`config.mk`:
```
export PLATFORM = sky130hd
export DESIGN_NAME = gpcs_port
export DESIGN_NICKNAME = d
export VERILOG_FILES = /design/src/rtl/gpcs_pkg.sv /design/src/rtl/gpcs_regfile.sv /design/src/rtl/gpcs_latch_bank.sv /design/src/rtl/gpcs_pin_stage.sv /design/src/rtl/gpcs_port.sv
export SDC_FILE = /design/constraint.sdc
export NUM_CORES = 1
export LEC_CHECK = 0
export ABC_AREA = 1
export BUFFER_PORTS_ARGS = -buffer_cell sky130_fd_sc_hd__buf_2
export CORE_UTILIZATION = 40
export DETAILED_ROUTE_END_ITERATION = 8
export PLACE_DENSITY = 0.66
export SYNTH_ARGS = -nofsm -noshare
export SYNTH_HDL_FRONTEND = slang
export SYNTH_SLANG_ARGS = --single-unit
```
`constraint.sdc`:
```
create_clock -name clk -period 0.9 [get_ports clk]
set_input_delay 0.135 -clock clk [delete_from_list [all_inputs] [get_ports clk]]
set_output_delay 0.135 -clock clk [all_outputs]
set_load 0.05 [all_outputs]
```
`src/rtl/gpcs_pkg.sv`:
```
package gpcs_pkg;
  localparam int unsigned ADDR_W   = 1;
  localparam logic [ADDR_W-1:0] ADDR_CFG = 1'b0;
  localparam logic [ADDR_W-1:0] ADDR_STB = 1'b1;

  // next value of one latch bit: clear dominates set, neither holds
  function automatic logic latch_next(input logic cur, input logic set_b, input logic clr_b);
    logic r;
    if (clr_b)      r = 1'b0;
    else if (set_b) r = 1'b1;
    else            r = cur;
    return r;
  endfunction

  // pad level of one pin from its latch and inversion bit
  function automatic logic pin_level(input logic lat, input logic inv);
    return lat ^ inv;
  endfunction
endpackage

```
`src/rtl/gpcs_regfile.sv`:
```
module gpcs_regfile
  import gpcs_pkg::*;
#(
  parameter int unsigned NPINS = 8,
  localparam int unsigned DW   = 2 * NPINS
) (
  input  logic              clk,
  input  logic              rst_n,
  input  logic              wr_en,
  input  logic [ADDR_W-1:0] addr,
  input  logic [DW-1:0]     wdata,
  input  logic [NPINS-1:0]  latch_in,
  output logic [DW-1:0]     rdata,
  output logic [DW-1:0]     cfg_q,
  output logic              stb_wr,
  output logic [NPINS-1:0]  stb_set,
  output logic [NPINS-1:0]  stb_clr
);
  logic cfg_wr;

  assign cfg_wr  = wr_en && (addr == ADDR_CFG);
  assign stb_wr  = wr_en && (addr == ADDR_STB);
  assign stb_set = wdata[DW-1:NPINS];
  assign stb_clr = wdata[NPINS-1:0];

  always_ff @(posedge clk or negedge rst_n) begin
    if (!rst_n)      cfg_q <= '0;
    else if (cfg_wr) cfg_q <= wdata;
  end

  always_comb begin
    if (addr == ADDR_CFG) rdata = cfg_q;
    else                  rdata = {{NPINS{1'b0}}, latch_in};
  end

  // a configuration write lands in full
  a_r2_cfg_store: assert property (@(posedge clk) disable iff (!rst_n)
    cfg_wr |=> cfg_q == $past(wdata));
  // a strobe write does not touch the configuration
  a_r11_cfg_kept: assert property (@(posedge clk) disable iff (!rst_n)
    stb_wr |=> $stable(cfg_q));
endmodule

```
`src/rtl/gpcs_latch_bank.sv`:
```
module gpcs_latch_bank
  import gpcs_pkg::*;
#(
  parameter int unsigned NPINS = 8
) (
  input  logic             clk,
  input  logic             rst_n,
  input  logic             stb_wr,
  input  logic [NPINS-1:0] set_v,
  input  logic [NPINS-1:0] clr_v,
  output logic [NPINS-1:0] latch_q
);
  for (genvar n = 0; n < NPINS; n++) begin : g_bit
    always_ff @(posedge clk or negedge rst_n) begin
      if (!rst_n)      latch_q[n] <= 1'b1;
      else if (stb_wr) latch_q[n] <= latch_next(latch_q[n], set_v[n], clr_v[n]);
    end
  end

  // any requested clear leaves the bit at zero, set or not
  a_r7_clear_wins: assert property (@(posedge clk) disable iff (!rst_n)
    stb_wr |=> (latch_q & $past(clr_v)) == '0);
  // a set without a clear leaves the bit at one
  a_r4_set: assert property (@(posedge clk) disable iff (!rst_n)
    stb_wr |=> (latch_q & $past(set_v & ~clr_v)) == $past(set_v & ~clr_v));
  // untouched bits hold during a strobe write
  a_r6_hold_bits: assert property (@(posedge clk) disable iff (!rst_n)
    stb_wr |=> ((latch_q ^ $past(latch_q)) & ~$past(set_v | clr_v)) == '0);
  // no strobe write, no latch change
  a_r6_idle: assert property (@(posedge clk) disable iff (!rst_n)
    !stb_wr |=> $stable(latch_q));
endmodule

```
`src/rtl/gpcs_pin_stage.sv`:
```
module gpcs_pin_stage
  import gpcs_pkg::*;
#(
  parameter int unsigned NPINS = 8
) (
  input  logic             clk,
  input  logic             rst_n,
  input  logic [NPINS-1:0] latch_in,
  input  logic [NPINS-1:0] inv_in,
  output logic [NPINS-1:0] pin_q
);
  for (genvar n = 0; n < NPINS; n++) begin : g_pin
    always_ff @(posedge clk or negedge rst_n) begin
      if (!rst_n) pin_q[n] <= 1'b1;
      else        pin_q[n] <= pin_level(latch_in[n], inv_in[n]);
    end
  end

  // pad level follows latch XOR inversion one edge later
  a_r8_pin_follow: assert property (@(posedge clk) disable iff (!rst_n)
    1'b1 |=> pin_q == $past(latch_in ^ inv_in));
endmodule

```
`src/rtl/gpcs_port.sv`:
```
module gpcs_port
  import gpcs_pkg::*;
#(
  parameter int unsigned NPINS = 8,
  localparam int unsigned DW   = 2 * NPINS
) (
  input  logic              clk,
  input  logic              rst_n,
  input  logic              reg_wr,
  input  logic [ADDR_W-1:0] reg_addr,
  input  logic [DW-1:0]     reg_wdata,
  output logic [DW-1:0]     reg_rdata,
  output logic [NPINS-1:0]  pin_out,
  output logic [NPINS-1:0]  cs_sel
);
  logic [DW-1:0]    cfg_q;
  logic             stb_wr;
  logic [NPINS-1:0] stb_set, stb_clr, latch_q;

  gpcs_regfile #(.NPINS(NPINS)) u_regs (
    .clk(clk), .rst_n(rst_n), .wr_en(reg_wr), .addr(reg_addr),
    .wdata(reg_wdata), .latch_in(latch_q), .rdata(reg_rdata),
    .cfg_q(cfg_q), .stb_wr(stb_wr), .stb_set(stb_set), .stb_clr(stb_clr));

  gpcs_latch_bank #(.NPINS(NPINS)) u_latch (
    .clk(clk), .rst_n(rst_n), .stb_wr(stb_wr),
    .set_v(stb_set), .clr_v(stb_clr), .latch_q(latch_q));

  gpcs_pin_stage #(.NPINS(NPINS)) u_pins (
    .clk(clk), .rst_n(rst_n), .latch_in(latch_q),
    .inv_in(cfg_q[NPINS-1:0]), .pin_q(pin_out));

  // chip-select flags come from the upper configuration byte
  assign cs_sel = cfg_q[DW-1:NPINS];

  // the mode flags move only on a configuration write
  a_r3_cs_stable: assert property (@(posedge clk) disable iff (!rst_n)
    !reg_wr |=> $stable(cs_sel));
endmodule

```
# Word level (Yosys, flattened, before mapping)
# Cells that the tools add are included.
# op_classes
n_mux,17
bitwise_logic,9
n_reduce_logical,18
# op_table
cell,n
1-bit 2-to-1 mux,16
16-bit 2-to-1 mux,1
2-bit AND reduction,8
2-bit nonzero test,8
1-bit XOR,8
1-bit logical AND,2
1-bit NOT,1
# totals
register_bits,32
in_bits,20
elab_cells,61

# Logic depth before layout (Yosys ltp)
# depth
depth_word,2
mapped_depth,6
depth_no_buf,4

# Cells and area by module
# A second synthesis with hierarchy kept.
# unflattened
cells_unflattened,237
area_unflattened_um2,1821.7
# modules_own_cells
module,n_inst,cells_each,area_each_um2,seq_area_each_um2
gpcs_regfile,1,131,1039.7,400.4
gpcs_latch_bank,1,58,421.7,210.2
gpcs_pin_stage,1,48,360.3,210.2

# Least setup slack after synthesis
# Ideal clock, no wire load.
# synth_path
path_type,register to output
start,register u_latch.latch_q[0]
end,output port reg_rdata[0]
arrival_ns,1.645
t_required_ns,0.765
path_slack_ns,-0.880
stages_incl_launch_ff,3
cell_sequence,dfstp_2 -> inv_1 -> o21ai_0
# synth_via
elab_chain_cells,1
# synth_lines
element,line,text
start: declaration,gpcs_latch_bank.sv:11,output logic [NPINS-1:0] latch_q
start signal: indexed assignment,gpcs_latch_bank.sv:16,"else if (stb_wr) latch_q[n] <= latch_next(latch_q[n], set_v[n], clr_v[n]);"
16-bit 2-to-1 mux,gpcs_regfile.sv:32,if (addr == ADDR_CFG) rdata = cfg_q;
end: declaration,gpcs_port.sv:12,"output logic [DW-1:0] reg_rdata,"
# No other way between the ends.

# Worst setup path after layout
# layout_path
start,register u_latch.latch_q[5]
end,output port reg_rdata[5]
# The elaborated chain is that of the path after synthesis.

==> flow_summary.json <==
{
  "synthAdderAreaFrac_pct": 0,
  "fin_cells": 304,
  "synth_top_family_by_area": "simple AND/OR/NAND/NOR gates",
  "grt_use_total_pct": 19.86,
  "placed_area_um2": 2132,
  "hold_depth": 3,
  "fin_worst_skew_ns": 0.002639,
  "synth_xor_xnor_area_share_pct": 4.423,
  "path_clk_slew_ns": 0.06,
  "period_minus_slack_ns": 1.290,
  "antenna_found_initial": 0,
  "synth_top_area_share_pct": 26.54,
  "start_util_pct": 42.63,
  "ys_warn_count": 0,
  "yosysSeqAreaShare_pct": 51.82,
  "remaining_drc_errors": 0,
  "cp_max_fo": 2,
  "min_to": "u_regs.cfg_q[9]$_DFFE_PN0P_",
  "pwr-share-clk_pct": 20.7,
  "regToRegEndpoint": "u_latch.latch_q[3]$_DFFE_PN1P_",
  "internal-power_w": 0.003622,
  "slew_violations": 0,
  "finalHoldViolCount": 0,
  "reg2reg_depth": 4,
  "min_period_over_period_pct": 143.3,
  "p_leak_nw": 1.295,
  "synth.avg_cell_area_um2": 9.263,
  "syn_nets": 191,
  "drive_above_1_share_pct": 65.63,
  "drt_first_pass_iters": 4,
  "switching_power_w": 0.002141,
  "numPortBuffers": 51,
  "peakVddDrop_uv": 1172,
  "vias_per_cell": 4.632,
  "switching_share_pct": 37.15,
  "grt_pass1_wl_um": 6265,
  "ant_nets": 0,
  "synth_area_leaders": "dfstp_2, dfrtp_1, nand2_1, inv_1, nand3_1",
  "whs_ns": 0.1081,
  "cts_tree": "yes",
  "fin_nets": 275,
  "arrival_ns": 1.15,
  "synth_edf_count": 0,
  "grt_pass1_vias": 1386,
  "fin_area_um2": 2656,
  "ys_seq_elements": 32,
  "syn_inst": 171,
  "drv_cap": 0,
  "clock_sinks": 32,
  "cts_max_path_buffers": 2,
  "slew_headroom_pct": 80.97,
  "drtIter0Drc": 69,
  "fill_cells": 292,
  "synthSimpleGateAreaFrac_pct": 18.09,
  "clock_latency_ns": 0.28,
  "ff2ff_setup_slack_ns": -0.11,
  "die_w_um": 64.93,
  "synthesis.area_um2": 1584,
  "cts_root_buffer": "clkbuf_8",
  "diodes": 0,
  "setup_viol_count_final": 34,
  "setup_ws_ns": -0.3896,
  "worstSetupStartpointType": "flop",
  "coreArea_um2": 3716,
  "cp.required_ns": 0.76,
  "io_pins": 52,
  "ys_top_cells_by_count": "nand2_1, inv_1",
  "place_hpwl_um": 2484,
  "endpoint_kind": "output pin",
  "synthArstFlopShare_pct": 100.0,
  "regToRegStartpoint": "u_latch.latch_q[3]$_DFFE_PN1P_",
  "criticalPathCategory": "reg -> out",
  "routed_wl_um": 3872,
  "die_h_um": 64.93,
  "fmax_ghz": 0.7754,
  "vias": 1408,
  "status": "finished with violations",
  "dp_slack_ns": -0.2162,
  "violations": "setup timing",
  "grt_max_degree": 26,
  "power_frac_seq_pct": 34.3,
  "yosys-mux-area-fraction_pct": 0,
  "hp-class": "in -> reg",
  "area_growth_pct": 67.69,
  "comb_power_share_pct": 45.0,
  "rsz0062_at_grt": "yes",
  "power_w": 0.005764,
  "pwr_density_cell_nw_per_um2": 2170,
  "dieArea_um2": 4216,
  "synth_cell_types": 17,
  "worstHoldStart": "reg_wdata[9]",
  "synth_compound_gate_area_share_pct": 9.479,
  "tightest_slew_ns": 0.2854,
  "synth_top_cell_by_area": "dfstp_2",
  "htreeDepth": 2,
  "wire_per_inst_um": 12.74,
  "overflow": 0,
  "ys.flop_type": "dfstp_2",
  "dp.cells": 284,
  "gp_congestion": 0.7169,
  "core.rowCount": 22,
  "synth.most_common_cell": "nand2_1",
  "cts-buffers-inserted": 5
}
[layout make-up]
type	instances	area (um^2)	area share (%)
Multi-Input combinational cell	98	713.2	26.85
Timing Repair Buffer	93	860.8	32.41
Tap cell	48	60.06	2.261
Clock buffer	8	100.1	3.768
Sequential cell	32	820.8	30.90
Inverter	25	101.3	3.815
[kinds of logic after synthesis]
group                     after synthesis
AOI/OAI and AO/OA                      24
xor gates and xnor gates                8
buffers and inverters                  41
DFF                                    32
and+or+nand+nor                        66
[layer usage]
metal	part of all wire, %	global-route usage (%)	up-vias	wire length (um)
met2	54	35.42	48	2096
met1	40	23.02	669	1533
li1	-	-	685	-
met5	0	0	-	0
met3	5.1	4.754	6	199
met4	1.1	6.667	0	44
[registers in the layout, indices dropped and copies added, names as in the netlist]
register / count
u_regs.cfg_q: 16
u_latch.latch_q: 8
u_pins.pin_q: 8
[power by group through the flow]
stage	sequential (W)	clock (W)	combinational [W]
detailed placement	0.00192	0	0.00198
floorplan	0.00232	0	0.00109
CTS	0.00197	0.00122	0.00245
global placement	0.00192	0	0.00195
global route	0.00201	0.00129	0.00274
finish	0.00198	0.00119	0.00259
[critical path, stage by stage (launching register included)]
cell,delay (ns)
dfstp_2,0.54
inv_2,0.06
o21ai_4,0.11
buf_6,0.17
[per-stage QoR]
stage / TNS, ns / util [%]
3_5_place_dp: -3.644 / 57.37
2_1_floorplan: -1.028 / -
4_1_cts: -7.169 / 68.75
3_3_place_gp: -3.023 / 57.37
6_report: -7.317 / 71.48
5_1_grt: -8.464 / 71.48
[layout by cell type (no fill, tap or decap), types with 13 or more instances in the layout]
cell type / instances
inv_2: 16
dfstp_2: 16
buf_6: 26
buf_2: 19
nand3_1: 16
nand2_1: 32
buf_8: 13
buf_4: 33
dfrtp_1: 16
[what timing repair did]
action | 4_1_cts | 5_1_grt
resized for setup | 96 | 16
hold buffers | 1 | 0
pin swaps | 6 | 7
hold endpoints to repair | 9 | 0
endpoints found under the setup margin | 39 | 42
setup buffers | 9 | 7
[worst max path at each step]
stage | from | end | depth (start not counted)
2_1_floorplan | u_latch.latch_q[0]$_DFFE_PN1P_ | reg_rdata[0] | 2
3_3_place_gp | reg_addr | reg_rdata[1] | 5
3_5_place_dp | reg_addr | reg_rdata[1] | 5
4_1_cts | u_latch.latch_q[3]$_DFFE_PN1P_ | reg_rdata[3] | 3
5_1_grt | u_latch.latch_q[1]$_DFFE_PN1P_ | reg_rdata[1] | 3
6_report | u_latch.latch_q[5]$_DFFE_PN1P_ | reg_rdata[5] | 3
(Power assumes the default switching activity.)
